File: src/rtl/burst_pkg.sv
package burst_pkg;
   typedef enum logic [1:0] {
      ACT_HOLD = 2'd0,
      ACT_LOAD = 2'd1,
      ACT_STEP = 2'd2
   } burst_act_e;
endpackage

File: src/rtl/burst_cmd_decode.sv
module burst_cmd_decode
   import burst_pkg::*;
(
   input  logic       strobe_proc_n,
   input  logic       strobe_ctrl_n,
   input  logic       adv_n,
   input  logic       chip_en,
   output burst_act_e act
);
   logic any_strobe;
   assign any_strobe = !strobe_proc_n || !strobe_ctrl_n;

   always_comb begin
      if (any_strobe) begin
         // a strobe without the chip enabled is a deselect
         act = chip_en ? ACT_LOAD : ACT_HOLD;
      end else if (!adv_n) begin
         act = ACT_STEP;
      end else begin
         act = ACT_HOLD;
      end
   end
endmodule

File: src/rtl/burst_beat_ctr.sv
module burst_beat_ctr
   import burst_pkg::*;
#(
   parameter int SEQ_W = 2
) (
   input  logic             clk,
   input  logic             rst,
   input  burst_act_e       act,
   output logic [SEQ_W-1:0] beat
);
   always_ff @(posedge clk) begin
      if (rst) begin
         beat <= '0;
      end else begin
         case (act)
            ACT_LOAD: beat <= '0;
            ACT_STEP: beat <= beat + 1'b1;
            default:  beat <= beat;
         endcase
      end
   end
endmodule

File: src/rtl/burst_start_reg.sv
module burst_start_reg
   import burst_pkg::*;
#(
   parameter int ADDR_W = 17
) (
   input  logic              clk,
   input  logic              rst,
   input  burst_act_e        act,
   input  logic [ADDR_W-1:0] ext_addr,
   output logic [ADDR_W-1:0] start_addr
);
   always_ff @(posedge clk) begin
      if (rst) begin
         start_addr <= '0;
      end else if (act == ACT_LOAD) begin
         start_addr <= ext_addr;
      end
   end
endmodule

File: src/rtl/burst_order_map.sv
module burst_order_map #(
   parameter int SEQ_W = 2
) (
   input  logic [SEQ_W-1:0] start_low,
   input  logic [SEQ_W-1:0] beat,
   input  logic             interleave,
   output logic [SEQ_W-1:0] low_out
);
   logic [SEQ_W-1:0] lin_low;
   logic [SEQ_W-1:0] xor_low;

   // linear: modular sum, carry out of the field dropped
   assign lin_low = start_low + beat;

   for (genvar i = 0; i < SEQ_W; i++) begin : g_xor_bit
      assign xor_low[i] = start_low[i] ^ beat[i];
   end

   assign low_out = interleave ? xor_low : lin_low;
endmodule

File: src/rtl/burst_addr_gen.sv
module burst_addr_gen
   import burst_pkg::*;
#(
   parameter int ADDR_W = 17,
   parameter int SEQ_W  = 2
) (
   input  logic              clk,
   input  logic              rst,
   input  logic [ADDR_W-1:0] ext_addr,
   input  logic              strobe_proc_n,
   input  logic              strobe_ctrl_n,
   input  logic              adv_n,
   input  logic              order_sel,
   input  logic              chip_en,
   output logic [ADDR_W-1:0] word_addr
);
   localparam int HI_W = ADDR_W - SEQ_W;

   if (SEQ_W < 1) begin : g_bad_seq
      $error("burst_addr_gen: SEQ_W must be at least 1");
   end
   if (HI_W < 1) begin : g_bad_addr
      $error("burst_addr_gen: ADDR_W must exceed SEQ_W");
   end

   burst_act_e        act;
   logic [SEQ_W-1:0]  beat;
   logic [ADDR_W-1:0] start_addr;
   logic [SEQ_W-1:0]  low_bits;

   burst_cmd_decode u_dec (
      .strobe_proc_n (strobe_proc_n),
      .strobe_ctrl_n (strobe_ctrl_n),
      .adv_n         (adv_n),
      .chip_en       (chip_en),
      .act           (act)
   );

   burst_beat_ctr #(.SEQ_W(SEQ_W)) u_ctr (
      .clk  (clk),
      .rst  (rst),
      .act  (act),
      .beat (beat)
   );

   burst_start_reg #(.ADDR_W(ADDR_W)) u_start (
      .clk        (clk),
      .rst        (rst),
      .act        (act),
      .ext_addr   (ext_addr),
      .start_addr (start_addr)
   );

   burst_order_map #(.SEQ_W(SEQ_W)) u_map (
      .start_low  (start_addr[SEQ_W-1:0]),
      .beat       (beat),
      .interleave (order_sel),
      .low_out    (low_bits)
   );

   assign word_addr = {start_addr[ADDR_W-1:SEQ_W], low_bits};
endmodule

File: config.mk
export PLATFORM = sky130hd
export DESIGN_NAME = burst_addr_gen
export DESIGN_NICKNAME = d
export VERILOG_FILES = /design/src/rtl/burst_pkg.sv /design/src/rtl/burst_cmd_decode.sv /design/src/rtl/burst_beat_ctr.sv /design/src/rtl/burst_start_reg.sv /design/src/rtl/burst_order_map.sv /design/src/rtl/burst_addr_gen.sv
export SDC_FILE = /design/constraint.sdc
export NUM_CORES = 1
export LEC_CHECK = 0
export BUFFER_PORTS_ARGS = -buffer_cell sky130_fd_sc_hd__buf_2
export CORE_UTILIZATION = 45
export CTS_BUF_LIST = sky130_fd_sc_hd__clkbuf_16
export CTS_CLUSTER_DIAMETER = 150
export CTS_CLUSTER_SIZE = 16
export DETAILED_ROUTE_END_ITERATION = 7
export PLACE_DENSITY = 0.76
export SETUP_SLACK_MARGIN = 0.05
export SLEW_MARGIN = 20
export SYNTH_ARGS = -nofsm -noshare
export SYNTH_HDL_FRONTEND = slang
export SYNTH_HIERARCHICAL = 1
export SYNTH_SLANG_ARGS = --single-unit
File: constraint.sdc
create_clock -name clk -period 4.5 [get_ports clk]
set_input_delay 0.675 -clock clk [delete_from_list [all_inputs] [get_ports clk]]
set_output_delay 0.675 -clock clk [all_outputs]
set_load 0.01 [all_outputs]
== Yosys cells after proc, flatten, opt, wreduce, memory -nomap -nowiden ==
Cells that the tools add are included.

* Register bits after elaboration: 19
* Input port bits: 24
* Logic and storage cells: 17

* Add/subtract/negate cells: 2
* Equality and inequality tests: 2
* Mux-type cells: 5
* Bitwise logic cells: 2
* Reductions and logical operators: 4

{| class="wikitable"
|+ Operators with widths
! cell !! count
|-
| 2-bit 2-to-1 mux || 3
|-
| 2-bit one-hot mux with 2 select lines || 1
|-
| 2-bit by 1-bit adder with 2-bit output, second input constant || 1
|-
| 2-bit adder || 1
|-
| 2-bit by 1-bit equality test with 1-bit output, second input constant || 1
|-
| 2-bit equality test, second input constant || 1
|-
| 1-bit logical NOT || 2
|-
| 2-bit nonzero test || 1
|-
| 1-bit XOR || 2
|-
| 1-bit logical OR || 1
|-
| 1-bit 2-to-1 mux || 1
|}

== Longest topological paths before layout ==
* Word-level depth: 5
* Mapped depth: 6

== Hierarchy ==
The synthesis kept the hierarchy.

{| class="wikitable"
|+ By module, submodules not included
! module !! instances !! cells an instance !! area each (µm²) !! sequential area each (µm²)
|-
| burst_start_reg || 1 || 75 || 810.8 || 340.3
|-
| burst_beat_ctr || 1 || 11 || 105.1 || 40.0
|-
| burst_order_map || 1 || 4 || 36.3 || 0.0
|-
| burst_cmd_decode || 1 || 2 || 16.3 || 0.0
|}

== Least setup slack after synthesis ==
Ideal clock, no wire load.

* Kind: in2reg
* Start: input port chip_en
* End: register u_ctr.beat[1]
* Library setup time: 66 ps
* Arrival: 1,813 ps
* Required time: 4,434 ps
* Slack: 2,621 ps
* Stages on the path: 6
* Path buffers: 0
* Cell sequence: a21boi_1 -> inv_1 -> ha_1 -> nor2_1 -> nand3_1 -> a21oi_2

* Cells in the longest elaborated chain, start to end: 4
* Elaborated cells between the ends (all ways): 6

{| class="wikitable"
|+ Ends and longest elaborated chain
! element !! line !! RTL
|-
| start: declaration || burst_addr_gen.sv:14 || <nowiki>input logic chip_en,</nowiki>
|-
| 1-bit 2-to-1 mux (*) || burst_cmd_decode.sv:16 || <nowiki>act = chip_en ? ACT_LOAD : ACT_HOLD;</nowiki>
|-
| 2-bit 2-to-1 mux (*) || burst_cmd_decode.sv:14 || <nowiki>if (any_strobe) begin</nowiki>
|-
| 2-bit equality test / 2-bit by 1-bit equality test with 1-bit output (equally long branches) || burst_beat_ctr.sv:15 || <nowiki>case (act)</nowiki>
|-
| 2-bit one-hot mux with 2 select lines / 2-bit nonzero test (equally long branches) || n/a ||
|-
| end signal: assignment || burst_beat_ctr.sv:17 || <nowiki>ACT_STEP: beat <= beat + 1'b1;</nowiki>
|-
| end signal: assignment || burst_beat_ctr.sv:18 || <nowiki>default: beat <= beat;</nowiki>
|-
| end: declaration || burst_beat_ctr.sv:9 || <nowiki>output logic [SEQ_W-1:0] beat</nowiki>
|}

Every way passes the cells marked *; elsewhere a longest branch is shown, timed or not.
A chain may end at the register's enable or synchronous reset.

== Worst setup path after layout ==
* Start: register u_ctr.beat[0]
* End: output port word_addr[1]

* Cells in the longest elaborated chain, start to end: 2

{| class="wikitable"
|+ Ends and longest elaborated chain
! element !! line !! RTL
|-
| 2-bit adder || burst_order_map.sv:13 || <nowiki>assign lin_low = start_low + beat;</nowiki>
|-
| 2-bit 2-to-1 mux || burst_order_map.sv:19 || <nowiki>assign low_out = interleave ? xor_low : lin_low;</nowiki>
|-
| end: declaration || burst_addr_gen.sv:15 || <nowiki>output logic [ADDR_W-1:0] word_addr</nowiki>
|}

No other way between the ends.

==> out/qor.csv <==
stage;metric;value;unit
worst_setup_path;CP max stage cell;dfxtp_1;
global_route;global-route wire length before repair;3210;um
detailed_routing;Vias;795;
floorplan;FP Rows;16;
clock_network;Clock transition at path regs;0.05;ns
logic_synthesis;top cells by area, synth;dfxtp_1 39%, nand4bb_1 20%, nand2b_1 11%;
timing;final hold violations;0;
timing;setup TNS;0;ns
timing;RSZ-0062 raised after global routing;no;
floorplan;Die Ht;48.4;um
worst_setup_path;crit start category;register;
worst_setup_path;Crit Path Class;reg2out;
timing;Final Critical Period;1.91;ns
logic_synthesis;area leader, netlist;dfxtp_1;
layout;Fillers;189;
power;maximum VDD drop;0.000234;V
detailed_routing;Residual DRC;0;
global_route;vias in the first global route;725;
floorplan;die area;2340;um^2
detailed_routing;DR iter-0 viols;14;
worst_setup_path;crit path max fanout;4;
clock_network;Clock Sinks;19;
layout;fin nets;158;
floorplan;die width;48.4;um
logic_synthesis;Avg Synthesized Cell Area;10.5;um^2
place;Placed Cells incl. Taps;154;
worst_setup_path;WP data required;3.83;ns
floorplan;I/O Pins;41;
timing;Clock Skew;0.00241;ns
layout;post-route cell area;1250;um^2
worst_setup_path;Worst path top cell family by delay;flip-flops;
layout;share of cells above drive strength 1;0.450;
clock_network;CTS Root Buffer Type;clkbuf_16;
detailed_routing;drt first pass iters;4;
logic_synthesis;net count after synthesis;118;
worst_setup_path;CP peak stage delay;0.40;ns
worst_setup_path;CP Capture Type;output port;
place;IO Port Bufs;40;
worst_setup_path;CP Buf/Inv Count;1;
detailed_routing;vias per inst;5.03;
global_route;pin count of the biggest net entering global routing;37;
timing;worst slew pin tran;0.514;ns
worst_setup_path;Critical Path, Cell by Cell;ha_1, nor2b_1, xnor2_1, buf_2;
logic_synthesis;Post-Syn Instances;92;
power;Power Density;338;nW/um^2
global_route;initial antenna violation count;0;
timing;Max Slew Vio Count;0;
logic_synthesis;sequential-to-total area share from yosys stat;0.393;
logic_synthesis;Distinct cells, synth;20;
clock_network;hold bufs inserted after CTS;0;
status;status;completed;
timing;Final setup viols;0;
clock_network;Clock Latency Late Sink;0.25;ns
place;hpwl dp;1360;um
layout;Area Overhead vs Synth;29.1;%
place;GPL Wtd Cong;0.731;
power;LEAKAGE;0.537;nW
floorplan;core area;2000;um^2
timing;period utilization;0.424;
clock_network;cts bufs inserted;3;
layout;number of diodes;0;
detailed_routing;ANT nets after route;0;
logic_synthesis;FF+latch count, synth;19;
layout;Non-Filler Instances;158;
clock_network;Clock Tree Buf Depth;2;
clock_network;CTS H-tree depth;1;
clock_network;CTS tree;built;
global_route;GRT Util Overall;0.170;
detailed_routing;WL final;1960;um
worst_setup_path;CP arrival;1.23;ns
clock_network;cts repair resizes;0;
logic_synthesis;Cell Area, Synth;968;um^2
global_route;grt total ovfl;0;
logic_synthesis;Yosys top cell area share;0.393;
clock_network;Post-CTS Setup Inserts;0;
timing;fmax;524;MHz
place;Placed Area;1170;um^2
job;Max Cap Viol;0;
floorplan;effective utilization at floorplan;0.484;
logic_synthesis;Synth Warn #;6;
detailed_routing;Routed WL per cell;12.4;um
timing;Slew HR;0.657;
hold_path;Hold WC Path Type;reg2reg;
[final timing paths]
check / depth (start not counted) / start / slack [ns] / endpoint
max: 4 / u_ctr/beat[0]$_SDFFE_PP0P_ / 2.59 / word_addr[1]
max reg2reg: 3 / u_ctr/beat[0]$_SDFFE_PP0P_ / 3.71 / u_ctr/beat[1]$_SDFFE_PP0P_
min reg2reg: 2 / u_start/start_addr[6]$_SDFFE_PP0N_ / 0.47 / u_start/start_addr[6]$_SDFFE_PP0N_
min: 2 / u_start/start_addr[6]$_SDFFE_PP0N_ / 0.47 / u_start/start_addr[6]$_SDFFE_PP0N_
[cell families after synthesis]
| logic type | share of synthesized area |
|---|---|
| AO/OA/AOI/OAI | 0.152 |
| XOR/XNOR | 0.0181 |
| adder cells (fa/ha/maj) | 0.0258 |
| buffers and inverters | 0.0452 |
| flip-flops | 0.393 |
| multiplexers | 0.0103 |
| AND/OR/NAND/NOR | 0.355 |
[cells in the mapped netlist]
library cell and count:
dfxtp_1 19, nand2b_1 17, nand4bb_1 17, o21ai_2 11, o21ai_0 7, clkbuf_1 4, ha_1 2, nor2_1 2
xnor2_1 2, a21boi_1 1, a21oi_2 1, and2b_4 1, and3b_1 1, buf_12 1, buf_2 1, inv_1 1
mux2i_1 1, nand3_1 1, nor2b_1 1, nor2b_2 1
[through the flow]
step | util | setup slack, ns | hold slack, ns | power [mW]
floorplan | - | 2.62 | 0.453 | 0.225
global placement | 0.584 | 2.52 | 0.461 | 0.246
detailed placement | 0.584 | 2.41 | 0.462 | 0.247
CTS | 0.624 | 2.58 | 0.473 | 0.428
global route | 0.624 | 2.52 | 0.494 | 0.442
finish | 0.624 | 2.59 | 0.471 | 0.423
[final cells by class]
class / count / area, um^2 / share of cell area
multi-input cells: 66 / 544 / 0.435
flip-flops and latches: 19 / 380 / 0.304
repair buffers: 41 / 208 / 0.166
clock buffers: 3 / 75.1 / 0.0601
well taps: 27 / 33.8 / 0.0270
clock inverters: 1 / 5.00 / 0.00400
inverters: 1 / 3.75 / 0.00300
[worst reg2reg max path, cell delays in order (launching register included)]
cell     delay [ns]
dfxtp_1        0.40
nor2b_2        0.07
o21ai_2        0.13
a21oi_2        0.06
[metal layers]
metal	GRT usage	part of all wire
met1	0.232	0.48
met2	0.277	0.49
met3	0.0314	0.030
met4	0.0441	0
met5	0	0
[state kept, by name, indices dropped and copies added, names as in the netlist]
register / count
u_start/start_addr: 17
u_ctr/beat: 2
[power breakdown]
group | switching (mW) | internal [mW] | total [mW]
registers | 0.00470 | 0.178 | 0.183
clock network | 0.0601 | 0.119 | 0.179
logic | 0.0311 | 0.0302 | 0.0613
[cell usage in the layout (no fill, tap or decap)]
master     netlist  layout
clkinv_2         0       1
nand4bb_1       17      17
clkbuf_16        0       3
nand3_1          1       1
buf_4            0       1
nand2b_1        17      17
o21ai_0          7       7
inv_1            1       1
and3b_1          1       1
a21oi_2          1       1
nor2b_2          1       1
and2b_4          1       1
a21boi_1         1       1
dfxtp_1         19      19
nor2b_1          1       1
nor2_1           2       2
ha_1             2       2
o21ai_2         11      11
mux2i_1          1       1
buf_2            1      40
xnor2_1          2       2
Note: power is estimated with default switching activity, not from simulation.
